===== config.mk =====
export PLATFORM = sky130hd
export DESIGN_NAME = hb_cfg_space
export DESIGN_NICKNAME = d
export VERILOG_FILES = /design/src/rtl/hb_cfg_pkg.sv /design/src/rtl/hb_cfg_rule.sv /design/src/rtl/hb_cfg_bank.sv /design/src/rtl/hb_cfg_rdmux.sv /design/src/rtl/hb_cfg_space.sv
export SDC_FILE = /design/constraint.sdc
export NUM_CORES = 2
export LEC_CHECK = 0
export ABC_AREA = 1
export BUFFER_PORTS_ARGS = -buffer_cell sky130_fd_sc_hd__clkbuf_2
export CAP_MARGIN = 20
export CORE_MARGIN = 2
export CORE_UTILIZATION = 30
export DETAILED_ROUTE_END_ITERATION = 8
export HOLD_SLACK_MARGIN = 0.15
export PLACE_DENSITY = 0.53
export SLEW_MARGIN = 20
export SYNTH_ARGS = -nofsm -noshare
export SYNTH_HDL_FRONTEND = slang
export SYNTH_SLANG_ARGS = --single-unit
export TNS_END_PERCENT = 30

===== constraint.sdc =====
create_clock -name clk -period 2.1 [get_ports clk]
set_clock_uncertainty 0.2 [all_clocks]
set_input_delay 0.21 -clock clk [delete_from_list [all_inputs] [get_ports clk]]
set_output_delay 0.21 -clock clk [all_outputs]
set_load 0.01 [all_outputs]

===== src/rtl/hb_cfg_pkg.sv =====
package hb_cfg_pkg;

    localparam int OFF_W   = 8;
    localparam int BYTE_W  = 8;
    localparam int FUNC_W  = 3;
    localparam int N_BYTES = 1 << OFF_W;

    localparam logic [OFF_W-1:0] OFF_CMD    = 8'h04;
    localparam logic [OFF_W-1:0] OFF_STAT   = 8'h07;
    localparam logic [OFF_W-1:0] OFF_SHD0   = 8'h61;
    localparam logic [OFF_W-1:0] OFF_SHD1   = 8'h62;
    localparam logic [OFF_W-1:0] OFF_SHD2   = 8'h63;

    localparam logic [BYTE_W-1:0] CMD_WMASK  = 8'h40;
    localparam logic [BYTE_W-1:0] STAT_W1C   = 8'hB0;
    localparam logic [BYTE_W-1:0] BIOS_SHDW  = 8'h30;
    localparam logic [BYTE_W-1:0] ABSENT_RD  = 8'hFF;

    typedef enum logic [2:0] {
        WR_LOCKED,
        WR_CMDBIT,
        WR_CLR1,
        WR_SHADOW,
        WR_FULL
    } wr_rule_e;

    typedef logic [N_BYTES-1:0][BYTE_W-1:0] cfg_bank_t;

    function automatic logic [BYTE_W-1:0] init_byte(input logic [OFF_W-1:0] a);
        logic [BYTE_W-1:0] v;
        case (a)
            8'h00: v = 8'h06;
            8'h01: v = 8'h11;
            8'h02: v = 8'h85;
            8'h03: v = 8'h05;
            8'h04: v = 8'h07;
            8'h06: v = 8'hA0;
            8'h07: v = 8'h02;
            8'h0B: v = 8'h06;
            8'h58: v = 8'h40;
            8'h59: v = 8'h05;
            8'h5A, 8'h5B, 8'h5C,
            8'h5D, 8'h5E, 8'h5F: v = 8'h01;
            8'h64: v = 8'hAB;
            default: v = '0;
        endcase
        return v;
    endfunction

    function automatic logic in_span(input logic [OFF_W-1:0] a,
                                     input logic [OFF_W-1:0] lo,
                                     input logic [OFF_W-1:0] hi);
        return (a >= lo) && (a <= hi);
    endfunction

endpackage


===== src/rtl/hb_cfg_rule.sv =====
module hb_cfg_rule
    import hb_cfg_pkg::*;
(
    input  logic [OFF_W-1:0] off,
    output wr_rule_e         rule
);
    logic locked;

    always_comb begin
        locked = in_span(off, 8'h00, 8'h03) || in_span(off, 8'h05, 8'h06) ||
                 in_span(off, 8'h08, 8'h0C) || in_span(off, 8'h0E, 8'h11) ||
                 in_span(off, 8'h14, 8'h4F) || in_span(off, 8'h79, 8'h7D) ||
                 in_span(off, 8'h85, 8'h87) || in_span(off, 8'h8C, 8'hA7) ||
                 in_span(off, 8'hAD, 8'hFC);
        if (locked)
            rule = WR_LOCKED;
        else if (off == OFF_CMD)
            rule = WR_CMDBIT;
        else if (off == OFF_STAT)
            rule = WR_CLR1;
        else if (off == OFF_SHD0 || off == OFF_SHD1 || off == OFF_SHD2)
            rule = WR_SHADOW;
        else
            rule = WR_FULL;
    end

endmodule


===== src/rtl/hb_cfg_bank.sv =====
module hb_cfg_bank
    import hb_cfg_pkg::*;
(
    input  logic              clk,
    input  logic              rst_n,
    input  logic              we,
    input  logic [OFF_W-1:0]  off,
    input  logic [BYTE_W-1:0] wdata,
    input  wr_rule_e          rule,
    input  logic              bios_clr,
    output cfg_bank_t         bank,
    output logic              chg_pulse
);
    typedef struct packed {
        cfg_bank_t mem;
        logic      chg;
    } bank_st_t;

    bank_st_t st_d, st_q;

    always_comb begin
        logic [BYTE_W-1:0] cur;
        st_d     = st_q;
        st_d.chg = 1'b0;
        cur      = st_q.mem[off];
        if (we) begin
            case (rule)
                WR_CMDBIT: st_d.mem[off] = (cur & ~CMD_WMASK) | (wdata & CMD_WMASK);
                WR_CLR1:   st_d.mem[off] = cur & ~(wdata & STAT_W1C);
                WR_SHADOW,
                WR_FULL:   st_d.mem[off] = wdata;
                default:   st_d.mem[off] = cur;
            endcase
        end
        if (bios_clr)
            st_d.mem[OFF_SHD2] = st_d.mem[OFF_SHD2] & ~BIOS_SHDW;
        st_d.chg = (st_d.mem[OFF_SHD0] != st_q.mem[OFF_SHD0]) ||
                   (st_d.mem[OFF_SHD1] != st_q.mem[OFF_SHD1]) ||
                   (st_d.mem[OFF_SHD2] != st_q.mem[OFF_SHD2]);
    end

    always_ff @(posedge clk or negedge rst_n) begin
        if (!rst_n) begin
            for (int i = 0; i < N_BYTES; i++)
                st_q.mem[i] <= init_byte(i[OFF_W-1:0]);
            st_q.chg <= 1'b0;
        end else begin
            st_q <= st_d;
        end
    end

    assign bank      = st_q.mem;
    assign chg_pulse = st_q.chg;


    identity_hold_chk: assert property (@(posedge clk) disable iff (!rst_n)
        1'b1 |=> $stable({st_q.mem[0], st_q.mem[1], st_q.mem[2], st_q.mem[3]}));


    cmd_other_bits_chk: assert property (@(posedge clk) disable iff (!rst_n)
        1'b1 |=> $stable(st_q.mem[OFF_CMD] & ~CMD_WMASK));


    stat_never_sets_chk: assert property (@(posedge clk) disable iff (!rst_n)
        1'b1 |=> ((st_q.mem[OFF_STAT] & ~$past(st_q.mem[OFF_STAT])) == '0));


    bios_clear_chk: assert property (@(posedge clk) disable iff (!rst_n)
        bios_clr |=> (st_q.mem[OFF_SHD2][5:4] == 2'b00));

endmodule


===== src/rtl/hb_cfg_rdmux.sv =====
module hb_cfg_rdmux
    import hb_cfg_pkg::*;
(
    input  cfg_bank_t         bank,
    input  logic              fn_ok,
    input  logic [OFF_W-1:0]  off,
    output logic [BYTE_W-1:0] rdata
);
    always_comb begin
        if (fn_ok)
            rdata = bank[off];
        else
            rdata = ABSENT_RD;
    end
endmodule


===== src/rtl/hb_cfg_space.sv =====
module hb_cfg_space
    import hb_cfg_pkg::*;
(
    input  logic              clk,
    input  logic              rst_n,
    input  logic              brg_rst_evt,
    input  logic [FUNC_W-1:0] acc_func,
    input  logic [OFF_W-1:0]  acc_off,
    input  logic              acc_we,
    input  logic [BYTE_W-1:0] acc_wdata,
    output logic [BYTE_W-1:0] acc_rdata,
    output logic [BYTE_W-1:0] shadow_lo,
    output logic [BYTE_W-1:0] shadow_mid,
    output logic [BYTE_W-1:0] shadow_hi,
    output logic              map_chg
);
    wr_rule_e  rule;
    cfg_bank_t bank;
    logic      fn_ok;

    assign fn_ok = (acc_func == '0);

    hb_cfg_rule u_rule (
        .off  (acc_off),
        .rule (rule)
    );

    hb_cfg_bank u_bank (
        .clk       (clk),
        .rst_n     (rst_n),
        .we        (acc_we && fn_ok),
        .off       (acc_off),
        .wdata     (acc_wdata),
        .rule      (rule),
        .bios_clr  (brg_rst_evt),
        .bank      (bank),
        .chg_pulse (map_chg)
    );

    hb_cfg_rdmux u_rdmux (
        .bank  (bank),
        .fn_ok (fn_ok),
        .off   (acc_off),
        .rdata (acc_rdata)
    );

    assign shadow_lo  = bank[OFF_SHD0];
    assign shadow_mid = bank[OFF_SHD1];
    assign shadow_hi  = bank[OFF_SHD2];


    foreign_fn_write_chk: assert property (@(posedge clk) disable iff (!rst_n)
        (acc_we && !fn_ok && !brg_rst_evt) |=> $stable(bank));


    pulse_means_change_chk: assert property (@(posedge clk) disable iff (!rst_n)
        map_chg |-> !$stable({shadow_lo, shadow_mid, shadow_hi}));


    change_gives_pulse_chk: assert property (@(posedge clk) disable iff (!rst_n)
        !$stable({shadow_lo, shadow_mid, shadow_hi}) |-> map_chg);

endmodule


# Word level (Yosys, flattened, before mapping)
# Cells that the tools add are included.
# W data, S select, Z words.
[op_classes] bitwise_logic=3 magnitude_cmp=20 n_eq_ne=12 n_reduce_logical=25 n_mux=16
[ops] cell="$bwmux W2048" count=4
[ops] cell="$pmux W2048 S3" count=1
[ops] cell="$mux W800" count=1
[ops] cell="$bmux W8 S8" count=1
[ops] cell="$demux W8 S8" count=1
[ops] cell="$eq A8 B7 Y1 const B" count=3
[ops] cell="$ge A8 B8 Y1 const B" count=3
[ops] cell="$le A8 B8 Y1 const B" count=3
[ops] cell="$mux W8" count=3
[ops] cell="$ne A8 B8 Y1" count=3
[ops] cell="$eq A8 B3 Y1 const B" count=2
[ops] cell="$ge A8 B1 Y1 const B" count=2
[ops] cell="$ge A8 B4 Y1 const B" count=2
[ops] cell="$le A8 B7 Y1 const B" count=2
[ops] cell="$logic_or A1 B1 Y1" count=12
[ops] cell="$mux W3" count=4
[ops] cell="$logic_and A1 B1 Y1" count=11
[ops] cell="$lt A8 B9 Y1 const B" count=1
[ops] cell="$and A8 B8 Y8" count=1
[ops] cell="$ge A8 B3 Y1 const B" count=1
[ops] cell="$ge A8 B5 Y1 const B" count=1
[ops] cell="$ge A8 B7 Y1 const B" count=1
[ops] cell="$le A8 B2 Y1 const B" count=1
[ops] cell="$le A8 B3 Y1 const B" count=1
[ops] cell="other kinds (10)" count=11
[totals] inputBits=23 register_bits=2049

# Depth between registers and ports, before layout
[logic_depth] word_depth=18 mapped_depth=19

# By module
# From an unflattened synthesis, not the netlist that was laid out.
[hier_totals] cells_unflattened=23962 area_unflattened_um2=150999.8
[by_module_without_submodules] mod="hb_cfg_bank" seq_area_each_um2=51313.0 area_per_inst_um2=130446.4 cells_per_inst=19324 n_inst=1
[by_module_without_submodules] mod="hb_cfg_rdmux" seq_area_each_um2=0.0 area_per_inst_um2=20235.7 cells_per_inst=4562 n_inst=1
[by_module_without_submodules] mod="hb_cfg_rule" seq_area_each_um2=0.0 area_per_inst_um2=292.8 cells_per_inst=70 n_inst=1
[by_module_without_submodules] mod="hb_cfg_space" seq_area_each_um2=0.0 area_per_inst_um2=25.0 cells_per_inst=6 n_inst=1

# Worst setup path after synthesis
# Ideal clock, no wire load.
[synth_timing] path_kind="input to output" from="input port acc_off[1]" to="output port acc_rdata[6]" arrival_ns=1.777 required_time_ns=1.690 setup_slack_ns=-0.087 cell_stages=13 cell_sequence="buf_4 -> nand2_2 -> buf_6 -> buf_2 -> buf_2 -> o22ai_1 -> o21ai_0 -> nand2_1 -> o21ai_1 -> nand2_1 -> nor2_1 -> nand3_1 -> o21ai_1"
[synth_via] elab_chain_cells=3
[synth_lines] item="start, declared" line="hb_cfg_space.sv:8" text="input logic [OFF_W-1:0] acc_off,"
[synth_lines] item="$bmux W8 S8" line="hb_cfg_rdmux.sv:11" text="rdata = bank[off];"
[synth_lines] item="$mux W8 (not written as such)" line="hb_cfg_rdmux.sv:11"
[synth_lines] item="$mux W8" line="hb_cfg_rdmux.sv:10" text="if (fn_ok)"
[synth_lines] item="end, declared" line="hb_cfg_space.sv:11" text="output logic [BYTE_W-1:0] acc_rdata,"
# Every way passes these cells. The select of a mux whose other input is x is not followed.

# Worst setup path in the final report
[layout_timing] from="register u_bank.st_q, in the netlist u_bank.bank[1091]" to="output port acc_rdata[3]"
[layout_via] elab_chain_cells=3
[layout_lines] item="start, declared" line="hb_cfg_bank.sv:19" text="bank_st_t st_d, st_q;"
[layout_lines] item="start signal, assigned" line="hb_cfg_bank.sv:48" text="st_q <= st_d;"
[layout_lines] item="$bmux W8 S8" line="hb_cfg_rdmux.sv:11"
[layout_lines] item="$mux W8 (not written as such)" line="hb_cfg_rdmux.sv:11"
[layout_lines] item="$mux W8" line="hb_cfg_rdmux.sv:10"
# Every way passes these cells. The select of a mux whose other input is x is not followed.

==> reports/metrics.cfg <==
[synthesis]
synth_edf_count=0
synthCells=9370
synth_mux_area_frac=0.004272
synth_ff_type=dfrtp_1
async_reset_ff_frac=1.000
yosysSeqAreaShare=0.6126
avgSynthCellArea_sq_um=8.940
synth_compound_area_frac=0.1216
ys.warnings.count=0
synthXorXnorAreaFrac=0.0006273
synth.distinct_cells=44
synthAdderAreaFrac=0
ys_ff_latch=2049
synth_top_family_by_area=simple AND/OR/NAND/NOR gates
syn_area_sq_mm=0.08377
synth-simple-area-share=0.1428
syn_nets=9393

[floorplanning]
die_w_microns=532.4
core_sq_mm=0.2787
num_io_pins=56
die_area_sq_mm=0.2835
die_y_microns=532.4
initial_core_util=0.3006
num_rows=194

[timing]
relSlewSlack=0.2242
slew_viol_final=0
setup_ws_ns=-1.281
fmax_mhz=295.8
setup_viol=109
rsz0062_at_grt=true
min_period_over_period=1.610
hold_violations=0
worstMarginPinSlew_ns=1.159
fin_crit_ns=3.381

[setup_path]
critPathCaptureType=output port
setup.worst_path.start=u_bank.bank[1091]
startpoint_type=flop
crit_top_cell=nand2_1
cp_cell_sequence=o22ai_1, o21ai_0, nand4_1, a22oi_2, buf_4, nand2_1, nor2_1, nand2_2, nand2_1, clkbuf_2
crit_type=reg2out
cpMaxStageDelayCell=dfrtp_1
cp_slowest_stage_delay_ns=0.37
r2r-start=u_bank.bank[909]
cp_data_arrival_time_ns=2.97
critPathMaxFanout=2
required_ns=1.69

[route]
first_pass_iters=6
detail_route.iter0.violations=5026
via_per_inst=4.629
finalWirelength_microns=242600
wire_per_inst_microns=19.13
vias=58700
post-route-drc-count=0
drtAntennaViolNets=0

[placement]
pre_cts_slack_ns=-1.653
place_inst=12250
globalplace.congestion=0.8784
dp_hpwl_microns=163300
port_buffers=55

[worst_hold_path]
hold_start=acc_off[5]
min_path_type=in2reg

[clocking]
cts_max_path_buffers=3
worstSkewPairLatency_ns=0.85
cts_sinks=2049
root_buffer=clkbuf_16
path_clk_slew_ns=0.07
cts_max_level=4
cts-buffers-inserted=202
cts_tree=yes

[pwr]
ir_drop_mv=0.8666
p_leak_nw=49.07
power.density_mw_per_mm2=869.5

[status]
violations=negative setup slack
outcome=complete, but fails checks

[global_route]
grtUsageMet1=0.2540
use_met2=0.2517
grt_pass1_vias=59740
grt_start_max_net_pins=116
grt_pass1_wl_microns=374600
busiest_layer=met1
overflow=0
antenna_found_initial=14
grt_use_met3=0.02755
grt_usage=0.1690

[flow_run]
cap_violations=0

[finish]
layout-drive-gt1-share=0.2083
final_cells=12680
nets=8808
utilization=0.3559
fill_cells=27790
area_delta_synth_final_pct=18.41

[layout make-up]
| class | instances | area [sq um] | area share |
|---|---|---|---|
| timing repair buffer | 1249 | 11140 | 0.1123 |
| sequential | 2049 | 51310 | 0.5174 |
| clock buffer | 288 | 5941 | 0.05990 |
| multi-input combinational | 4834 | 23180 | 0.2337 |
| inverter | 449 | 1720 | 0.01735 |
| antenna | 4 | 10.01 | 0.0001009 |
| tap | 3724 | 4659 | 0.04698 |
| clock inverter | 84 | 1217 | 0.01227 |
[report_power, final]
group	internal (mW)	total, mW	switching [mW]
clock	22.8	38.9	16.1
combinational	2.55	7.38	4.83
sequential	39.7	39.9	0.178
total	65.1	86.2	21.1
[through the flow]
stage	hold slack, ns	total power, mW	TNS [ns]	area (sq um)
3_3_place_gp	-0.07211	47.68	-190.92	90780
2_1_floorplan	-0.2856	43.91	-0.03894	84020
5_1_grt	0.1462	89.34	-28.86	99180
4_1_cts	0.07033	86.77	-11.26	98510
3_5_place_dp	-0.07207	47.72	-203.18	90780
6_report	0.08561	86.24	-13.56	99190
[logic make-up after synthesis]
kind of cell | Yosys count
xor gates and xnor gates | 6
muxes | 32
DFF | 2049
AOI/OAI and AO/OA | 1764
and+or+nand+nor | 3032
buffers and inverters | 2487
[critical path: cells and delay by family (launching register included)]
| family | cells | cell delay, ns |
|---|---|---|
| compound gates | 3 | 0.79 |
| simple gates | 5 | 0.69 |
| flops | 1 | 0.37 |
| buf+inv | 2 | 0.29 |
[final timing paths]
| check | slack [ns] | depth (start not counted) | to |
|---|---|---|---|
| setup reg to reg | -0.17 | 19 | u_bank.bank[61] |
| min in group asynchronous | 0.44 | 4 | u_bank.bank[1412] |
| hold reg to reg | 0.17 | 0 | u_bank.bank[32] |
| setup / recovery | -1.28 | 10 | acc_rdata[3] |
| max in group asynchronous | 0.22 | 6 | u_bank.bank[962] |
| hold / removal | 0.09 | 8 | u_bank.bank[791] |
[synth_stat cells (28+ instances only)]
master / n / area (sq um)
a21oi_1: 49 / 245.2
dfstp_2: 31 / 814.5
o22ai_1: 656 / 4104
buf_2: 209 / 1046
nor2_1: 1252 / 4700
nand3_1: 41 / 205.2
buf_4: 65 / 488.0
nand4_1: 86 / 538.0
o21ai_1: 46 / 230.2
o21ai_0: 726 / 3633
clkbuf_1: 1740 / 6531
inv_2: 34 / 127.6
inv_1: 410 / 1539
mux2_2: 28 / 315.3
a31oi_1: 154 / 963.4
o31ai_1: 103 / 773.2
dfrtp_1: 2018 / 50500
nand2_1: 1580 / 5931
[what timing repair did]
action,CTS,global route
gates cloned,0,2
endpoints found under the setup margin,11,214
buffers inserted,5,25
gates resized for setup,86,170
endpoints found under the hold margin,2544,78
pin swaps,35,69
hold buffers,30,4
[registers in the layout (all words and copies together), names as in the netlist]
name / count
u_bank.bank: 2048
u_bank.chg_pulse: 1
[routing by layer]
| metal | up-vias | wire length, microns |
|---|---|---|
| met2 | 1572 | 105200 |
| met5 | - | 0 |
| met1 | 28760 | 117800 |
| met4 | 0 | 5909 |
| li1 | 28020 | - |
| met3 | 342 | 13720 |
[cell usage in the layout (no fill, tap or decap), types with 68 or more instances in the layout]
cell / n
o31ai_1: 103
nand4_1: 86
o21ai_0: 677
buf_12: 133
buf_4: 1017
nand2_1: 1528
a31oi_1: 154
clkbuf_16: 206
inv_1: 399
o22ai_1: 652
dfrtp_1: 2017
nor2_1: 1212
o21ai_1: 68
Note: power is estimated with default switching activity, not from simulation.
